$ cat config.mk
export PLATFORM = sky130hd
export DESIGN_NAME = wf_route_sel
export DESIGN_NICKNAME = d
export VERILOG_FILES = /design/src/rtl/wf_route_pkg.sv /design/src/rtl/wf_dir_decode.sv /design/src/rtl/wf_port_pick.sv /design/src/rtl/wf_out_slice.sv /design/src/rtl/wf_route_sel.sv
export SDC_FILE = /design/constraint.sdc
export NUM_CORES = 1
export LEC_CHECK = 0
export ABC_AREA = 1
export ABC_CLOCK_PERIOD_IN_PS = 1250
export CAP_MARGIN = 30
export CORE_AREA = 4 4 41 43
export CTS_CLUSTER_SIZE = 8
export DETAILED_ROUTE_END_ITERATION = 16
export DIE_AREA = 0 0 45 47
export PLACE_DENSITY = 0.67
export RECOVER_POWER = 50
export SLEW_MARGIN = 10
export SYNTH_ARGS = -nofsm -noshare
export SYNTH_HDL_FRONTEND = slang
export SYNTH_SLANG_ARGS = --single-unit
$ cat constraint.sdc
create_clock -name clk -period 1.25 [get_ports clk]
set_input_delay 0.25 -clock clk [delete_from_list [all_inputs] [get_ports clk]]
set_output_delay 0.25 -clock clk [all_outputs]
set_load 0.05 [all_outputs]
$ cat src/rtl/wf_route_pkg.sv
package wf_route_pkg;

  typedef enum logic [2:0] {
    PORT_LOCAL = 3'd0,
    PORT_EAST  = 3'd1,
    PORT_WEST  = 3'd2,
    PORT_NORTH = 3'd3,
    PORT_SOUTH = 3'd4
  } port_e;

  localparam int BLK_W   = 3;
  localparam int BLK_EAST  = 0;
  localparam int BLK_NORTH = 1;
  localparam int BLK_SOUTH = 2;

  typedef struct packed {
    logic go_west;
    logic go_east;
    logic go_north;
    logic go_south;
    logic arrived;
  } dirs_t;

  typedef struct packed {
    port_e port;
    logic  adaptive;
  } choice_t;

endpackage

$ cat src/rtl/wf_dir_decode.sv
module wf_dir_decode
  import wf_route_pkg::*;
#(
  parameter int OFS_W = 5
) (
  input  logic signed [OFS_W-1:0] dx,
  input  logic signed [OFS_W-1:0] dy,
  output dirs_t                   dirs
);
  localparam logic signed [OFS_W-1:0] ZERO = '0;

  always_comb begin
    dirs.go_west  = (dx < ZERO);
    dirs.go_east  = (dx > ZERO);
    dirs.go_north = (dy > ZERO);
    dirs.go_south = (dy < ZERO);
    dirs.arrived  = (dx == ZERO) && (dy == ZERO);
  end
endmodule

$ cat src/rtl/wf_port_pick.sv
module wf_port_pick
  import wf_route_pkg::*;
(
  input  dirs_t            dirs,
  input  logic [BLK_W-1:0] blocked,
  output choice_t          choice
);
  logic  y_any;
  port_e y_port;
  logic  y_busy;

  always_comb begin
    y_any  = dirs.go_north || dirs.go_south;
    y_port = dirs.go_north ? PORT_NORTH : PORT_SOUTH;
    y_busy = dirs.go_north ? blocked[BLK_NORTH] : blocked[BLK_SOUTH];
  end

  always_comb begin
    choice.port     = PORT_LOCAL;
    choice.adaptive = 1'b0;
    if (dirs.go_west) begin
      choice.port = PORT_WEST;
    end else if (dirs.go_east && y_any) begin
      if (!blocked[BLK_EAST]) begin
        choice.port     = PORT_EAST;
        choice.adaptive = 1'b1;
      end else if (!y_busy) begin
        choice.port     = y_port;
        choice.adaptive = 1'b1;
      end else begin
        choice.port = PORT_EAST;
      end
    end else if (dirs.go_east) begin
      choice.port = PORT_EAST;
    end else if (y_any) begin
      choice.port = y_port;
    end
  end
endmodule

$ cat src/rtl/wf_out_slice.sv
module wf_out_slice #(
  parameter int W = 8
) (
  input  logic         clk,
  input  logic         rst_n,
  input  logic         up_valid,
  output logic         up_ready,
  input  logic [W-1:0] up_data,
  output logic         dn_valid,
  input  logic         dn_ready,
  output logic [W-1:0] dn_data
);
  assign up_ready = !dn_valid || dn_ready;

  always_ff @(posedge clk or negedge rst_n) begin
    if (!rst_n) begin
      dn_valid <= 1'b0;
      dn_data  <= '0;
    end else if (up_ready) begin
      dn_valid <= up_valid;
      if (up_valid) dn_data <= up_data;
    end
  end
endmodule

$ cat src/rtl/wf_route_sel.sv
module wf_route_sel
  import wf_route_pkg::*;
#(
  parameter int OFS_W = 5
) (
  input  logic                    clk,
  input  logic                    rst_n,
  input  logic                    in_valid,
  output logic                    in_ready,
  input  logic signed [OFS_W-1:0] in_dx,
  input  logic signed [OFS_W-1:0] in_dy,
  input  logic [BLK_W-1:0]        port_blocked,
  output logic                    out_valid,
  input  logic                    out_ready,
  output logic [2:0]              out_port,
  output logic                    out_adaptive
);
  typedef struct packed {
    logic signed [OFS_W-1:0] dx;
    logic signed [OFS_W-1:0] dy;
    logic [BLK_W-1:0]        blk;
    choice_t                 pick;
  } held_t;
  localparam int HW = $bits(held_t);

  dirs_t   dirs;
  choice_t pick;
  held_t   nxt, held;

  wf_dir_decode #(.OFS_W(OFS_W)) u_dec (
    .dx(in_dx), .dy(in_dy), .dirs(dirs)
  );

  wf_port_pick u_pick (
    .dirs(dirs), .blocked(port_blocked), .choice(pick)
  );

  always_comb begin
    nxt.dx   = in_dx;
    nxt.dy   = in_dy;
    nxt.blk  = port_blocked;
    nxt.pick = pick;
  end

  logic [HW-1:0] held_bits;
  wf_out_slice #(.W(HW)) u_slice (
    .clk(clk), .rst_n(rst_n),
    .up_valid(in_valid), .up_ready(in_ready), .up_data(nxt),
    .dn_valid(out_valid), .dn_ready(out_ready), .dn_data(held_bits)
  );
  assign held         = held_t'(held_bits);
  assign out_port     = held.pick.port;
  assign out_adaptive = held.pick.adaptive;

  localparam logic signed [OFS_W-1:0] Z = '0;

  AST_WEST_FORCED: assert property (@(posedge clk) disable iff (!rst_n)
    out_valid && (held.dx < Z) |-> (out_port == PORT_WEST) && !out_adaptive);
  AST_LOCAL_AT_DEST: assert property (@(posedge clk) disable iff (!rst_n)
    out_valid |-> ((out_port == PORT_LOCAL) == ((held.dx == Z) && (held.dy == Z))));
  AST_MIN_EAST: assert property (@(posedge clk) disable iff (!rst_n)
    out_valid && (out_port == PORT_EAST) |-> (held.dx > Z));
  AST_MIN_NORTH: assert property (@(posedge clk) disable iff (!rst_n)
    out_valid && (out_port == PORT_NORTH) |-> (held.dy > Z) && (held.dx >= Z));
  AST_MIN_SOUTH: assert property (@(posedge clk) disable iff (!rst_n)
    out_valid && (out_port == PORT_SOUTH) |-> (held.dy < Z) && (held.dx >= Z));
  AST_ADAPT_FREE: assert property (@(posedge clk) disable iff (!rst_n)
    out_valid && out_adaptive |->
      !((out_port == PORT_EAST  && held.blk[BLK_EAST]) ||
        (out_port == PORT_NORTH && held.blk[BLK_NORTH]) ||
        (out_port == PORT_SOUTH && held.blk[BLK_SOUTH])));
  AST_STALL_HOLD: assert property (@(posedge clk) disable iff (!rst_n)
    out_valid && !out_ready |=> out_valid && $stable(out_port) && $stable(out_adaptive));
  AST_ACCEPT_LAT: assert property (@(posedge clk) disable iff (!rst_n)
    in_valid && in_ready |=> out_valid);
endmodule

==> out/results.tsv <==
stage	metric	value	unit
timing	measured slew at the worst slew-check pin	0.2787	ns
floorplan	die height	47	um
timing	final count of pins violating max slew	0	
setup_path	count of buffer and inverter cells on the critical path	3	
setup_path	worst r2r path cells	6	
placement	post-placement cell area	678.2	sq um
clock_network	post-CTS clock slew at the launch and capture registers of the worst setup and hold paths	0.04	ns
global_routing	grt total ovfl	0	
timing	final hold violations	0	
synthesis	share of synthesized area spent on multiplexers	0	%
synthesis	xor/xnor cell area share of the yosys netlist	0	%
routing	final WL	780	um
power_and_ir_drop	maximum ir drop on the vdd rail	0.4752	mV
timing	number of setup violations in the final report	0	
floorplan	Row Count	13	
finish	share of cells above drive strength 1	33.33	%
setup_path	crit path kind	input pin to primary output	
setup_path	biggest cell delay along the critical path	0.47	ns
routing	routed via count	392	
timing	highest clock frequency the design can meet	816.8	MHz
setup_path	required time of the worst setup path	1.00	ns
placement	final estimated routing congestion in global placement	0.7410	
timing	clock period minus final worst setup slack	1.224	ns
clock_network	post-CTS setup repair buffer count	0	
setup_path	R2R Setup Slk	0.20	ns
synthesis	largest family of logic cells by synthesized area	simple AND/OR/NAND/NOR gates	
floorplan	horizontal extent of the die	45	um
routing	number of vias per cell after detailed routing	4.215	
finish	final-stage net count	96	
setup_path	maximum fanout along the worst path	3	
routing	first-pass iteration count of the detailed router	1	
finish	final design utilization	52.98	%
setup_path	end of the worst register-to-register path	u_slice.dn_data[2]	
clock_network	CTS Root Buffer Type	sky130_fd_sc_hd__clkbuf_4	
timing	accumulated negative setup slack	0	ns
global_routing	total global routing track utilization	8.499	%
timing	unrepaired setup endpoints after global routing	false	
timing	hold_ws	0.3036	ns
synthesis	Yosys cell types	14	
clock_network	H-Tree Level Count	1	
global_routing	global-route wire length before repair	1.276	mm
power_and_ir_drop	Lkg Pwr	0.3274	nW
run	max-cap violations	0	
synthesis	simple-gate share of the synthesized area	48.42	%
finish	relative area change from synthesis to final layout	93.33	%
setup_path	Critical Path AT	0.97	ns
setup_path	cells along the critical path	clkdlybuf4s50_1 > inv_2 > nand2_8 > buf_12	
synthesis	post-synthesis sequential element count	5	
synthesis	syn nets	68	
floorplan	core area	1301	sq um
outcome	outcome	completed	
global_routing	vias in the first global route	375	
clock_network	total clock buffers created by CTS	3	
floorplan	die outline area	2115	sq um
global_routing	pin count of the biggest net entering global routing	6	
synthesis	Adder-Cell Fraction of Synth Area	0	%
power_and_ir_drop	pwr/cell area	984.7	nW/um^2
timing	relative max-transition margin	81.50	%
clock_network	number of sinks driven by the clock tree	5	
finish	antenna diode count	0	
synthesis	fraction of the yosys area taken by sequential cells	35.09	%
clock_network	maximum clock path buffer count	2	
setup_path	crit path max-delay cell type	sky130_fd_sc_hd__clkdlybuf4s50_1	
routing	number of design rule violations left after detail routing	0	
clock_network	CTS tree	done	
floorplan	Initial Util	27.40	%
placement	number of buffer cells added on primary ports	22	
global_routing	initial antenna violation count	0	
setup_path	Critical Path Start Type	input pin	
synthesis	synthesized instance count	51	
setup_path	start of the worst register-to-register path	u_slice.dn_valid	
setup_path	endpoint class of the critical path	primary output	
timing	clock tree skew after final layout	0.0006250	ns
timing	fraction of the cycle the final worst path needs	97.95	%
routing	count of antenna-violating nets left after detailed routing	0	
synthesis	synthesized area per cell	6.992	sq um
floorplan	Top-Level Pins	23	
synthesis	cell area after synthesis	356.6	sq um
routing	average detailed-routed wire length per instance	8.387	um
placement	HPWL after detailed placement	737.6	um
routing	detailed router's first-iteration violation count	0	
clock_network	Skew-Pair Late Insertion Delay	0.24	ns
finish	final cell area excluding filler cells	689.4	sq um
worst_hold_path	type of the tightest min-delay check	input pin to async pin	
synthesis	Yosys Warn Count	0	
setup_path	cell family with the largest share of critical-path delay	buffers and inverters	
synthesis	complex-gate fraction of the synthesized area	8.070	%
-- layout make-up --
cell class	instances	area, sq um
Timing Repair Buffer	23	272.8
Clock buffer	4	26.28
Tap cell	15	18.77
Multi-Input combinational cell	38	215.2
Sequential cell	5	126.4
Inverter	8	30.03
Fill cell	133	611.8
-- routing by layer --
metal	wire, um	vias up	track usage (%)
li1	-	209	-
met1	291	158	7.159
met2	378	23	15.82
met3	94	2	1.916
met4	15	0	8.772
met5	0	-	0
-- registers in the layout, indices dropped and copies added (netlist names) --
signal / cells
u_slice.dn_data: 4
u_slice.dn_valid: 1
-- Yosys cell counts (all sizes together) --
cell    number  area [sq um]
nor2         9         43.79
nand2       19         91.34
dfrtp        5         125.1
nand3b       1         7.510
a21oi        1         8.760
o21ai        4         20.01
inv          8         30.03
nand3        4         30.03
-- worst max-delay path by stage --
stage,startpoint,cells after the start,end
after floorplan,u_slice.dn_valid,5,u_slice.dn_data[2]
after global placement,out_ready,8,u_slice.dn_data[2]
after detailed placement,out_ready,8,u_slice.dn_data[2]
after CTS,out_ready,4,in_ready
after global routing,out_ready,4,in_ready
final,out_ready,4,in_ready
-- placed cells by master, fill, tap and decap left out, types with 3 or more instances in the layout --
cell type / Yosys / layout
sky130_fd_sc_hd__dfrtp_1: 5 / 4
sky130_fd_sc_hd__buf_12: 0 / 5
sky130_fd_sc_hd__nand2_2: 5 / 4
sky130_fd_sc_hd__clkbuf_4: 0 / 3
sky130_fd_sc_hd__o21ai_1: 3 / 3
sky130_fd_sc_hd__nor2_1: 5 / 5
sky130_fd_sc_hd__inv_1: 7 / 6
sky130_fd_sc_hd__clkdlybuf4s50_1: 0 / 15
sky130_fd_sc_hd__nand2_1: 13 / 13
sky130_fd_sc_hd__nor2_2: 4 / 4
-- logic make-up (layout without fill, tap and decap cells) --
family | count (synthesis) | after routing
flip-flops | 5 | 5
AND/OR/NAND/NOR | 33 | 33
buffers and inverters | 8 | 35
AO/OA/AOI/OAI | 5 | 5
-- where the power goes --
part / leakage (nW) / internal, mW / total (mW) / switching, mW
logic: 0.251 / 0.146 / 0.294 / 0.147
clock network: 0.0150 / 0.120 / 0.180 / 0.0597
registers: 0.0610 / 0.183 / 0.205 / 0.0221
total: 0.327 / 0.450 / 0.679 / 0.229
-- what timing repair did --
item	in CTS	in global routing
setup endpoints to repair	1	0
hold buffers	0	0
gates resized for setup	1	0
-- per-stage QoR --
| step | cells | setup slack [ns] | power (mW) |
|---|---|---|---|
| floorplan | 51 | 0.03282 | 0.3463 |
| global placement | 89 | -0.1270 | 0.5204 |
| detailed placement | 89 | -0.1410 | 0.5220 |
| CTS | 93 | 0.02002 | 0.7083 |
| global route | 93 | 0.009670 | 0.7082 |
| finish | 93 | 0.02564 | 0.6789 |
Note: power is estimated with default switching activity, not from simulation.
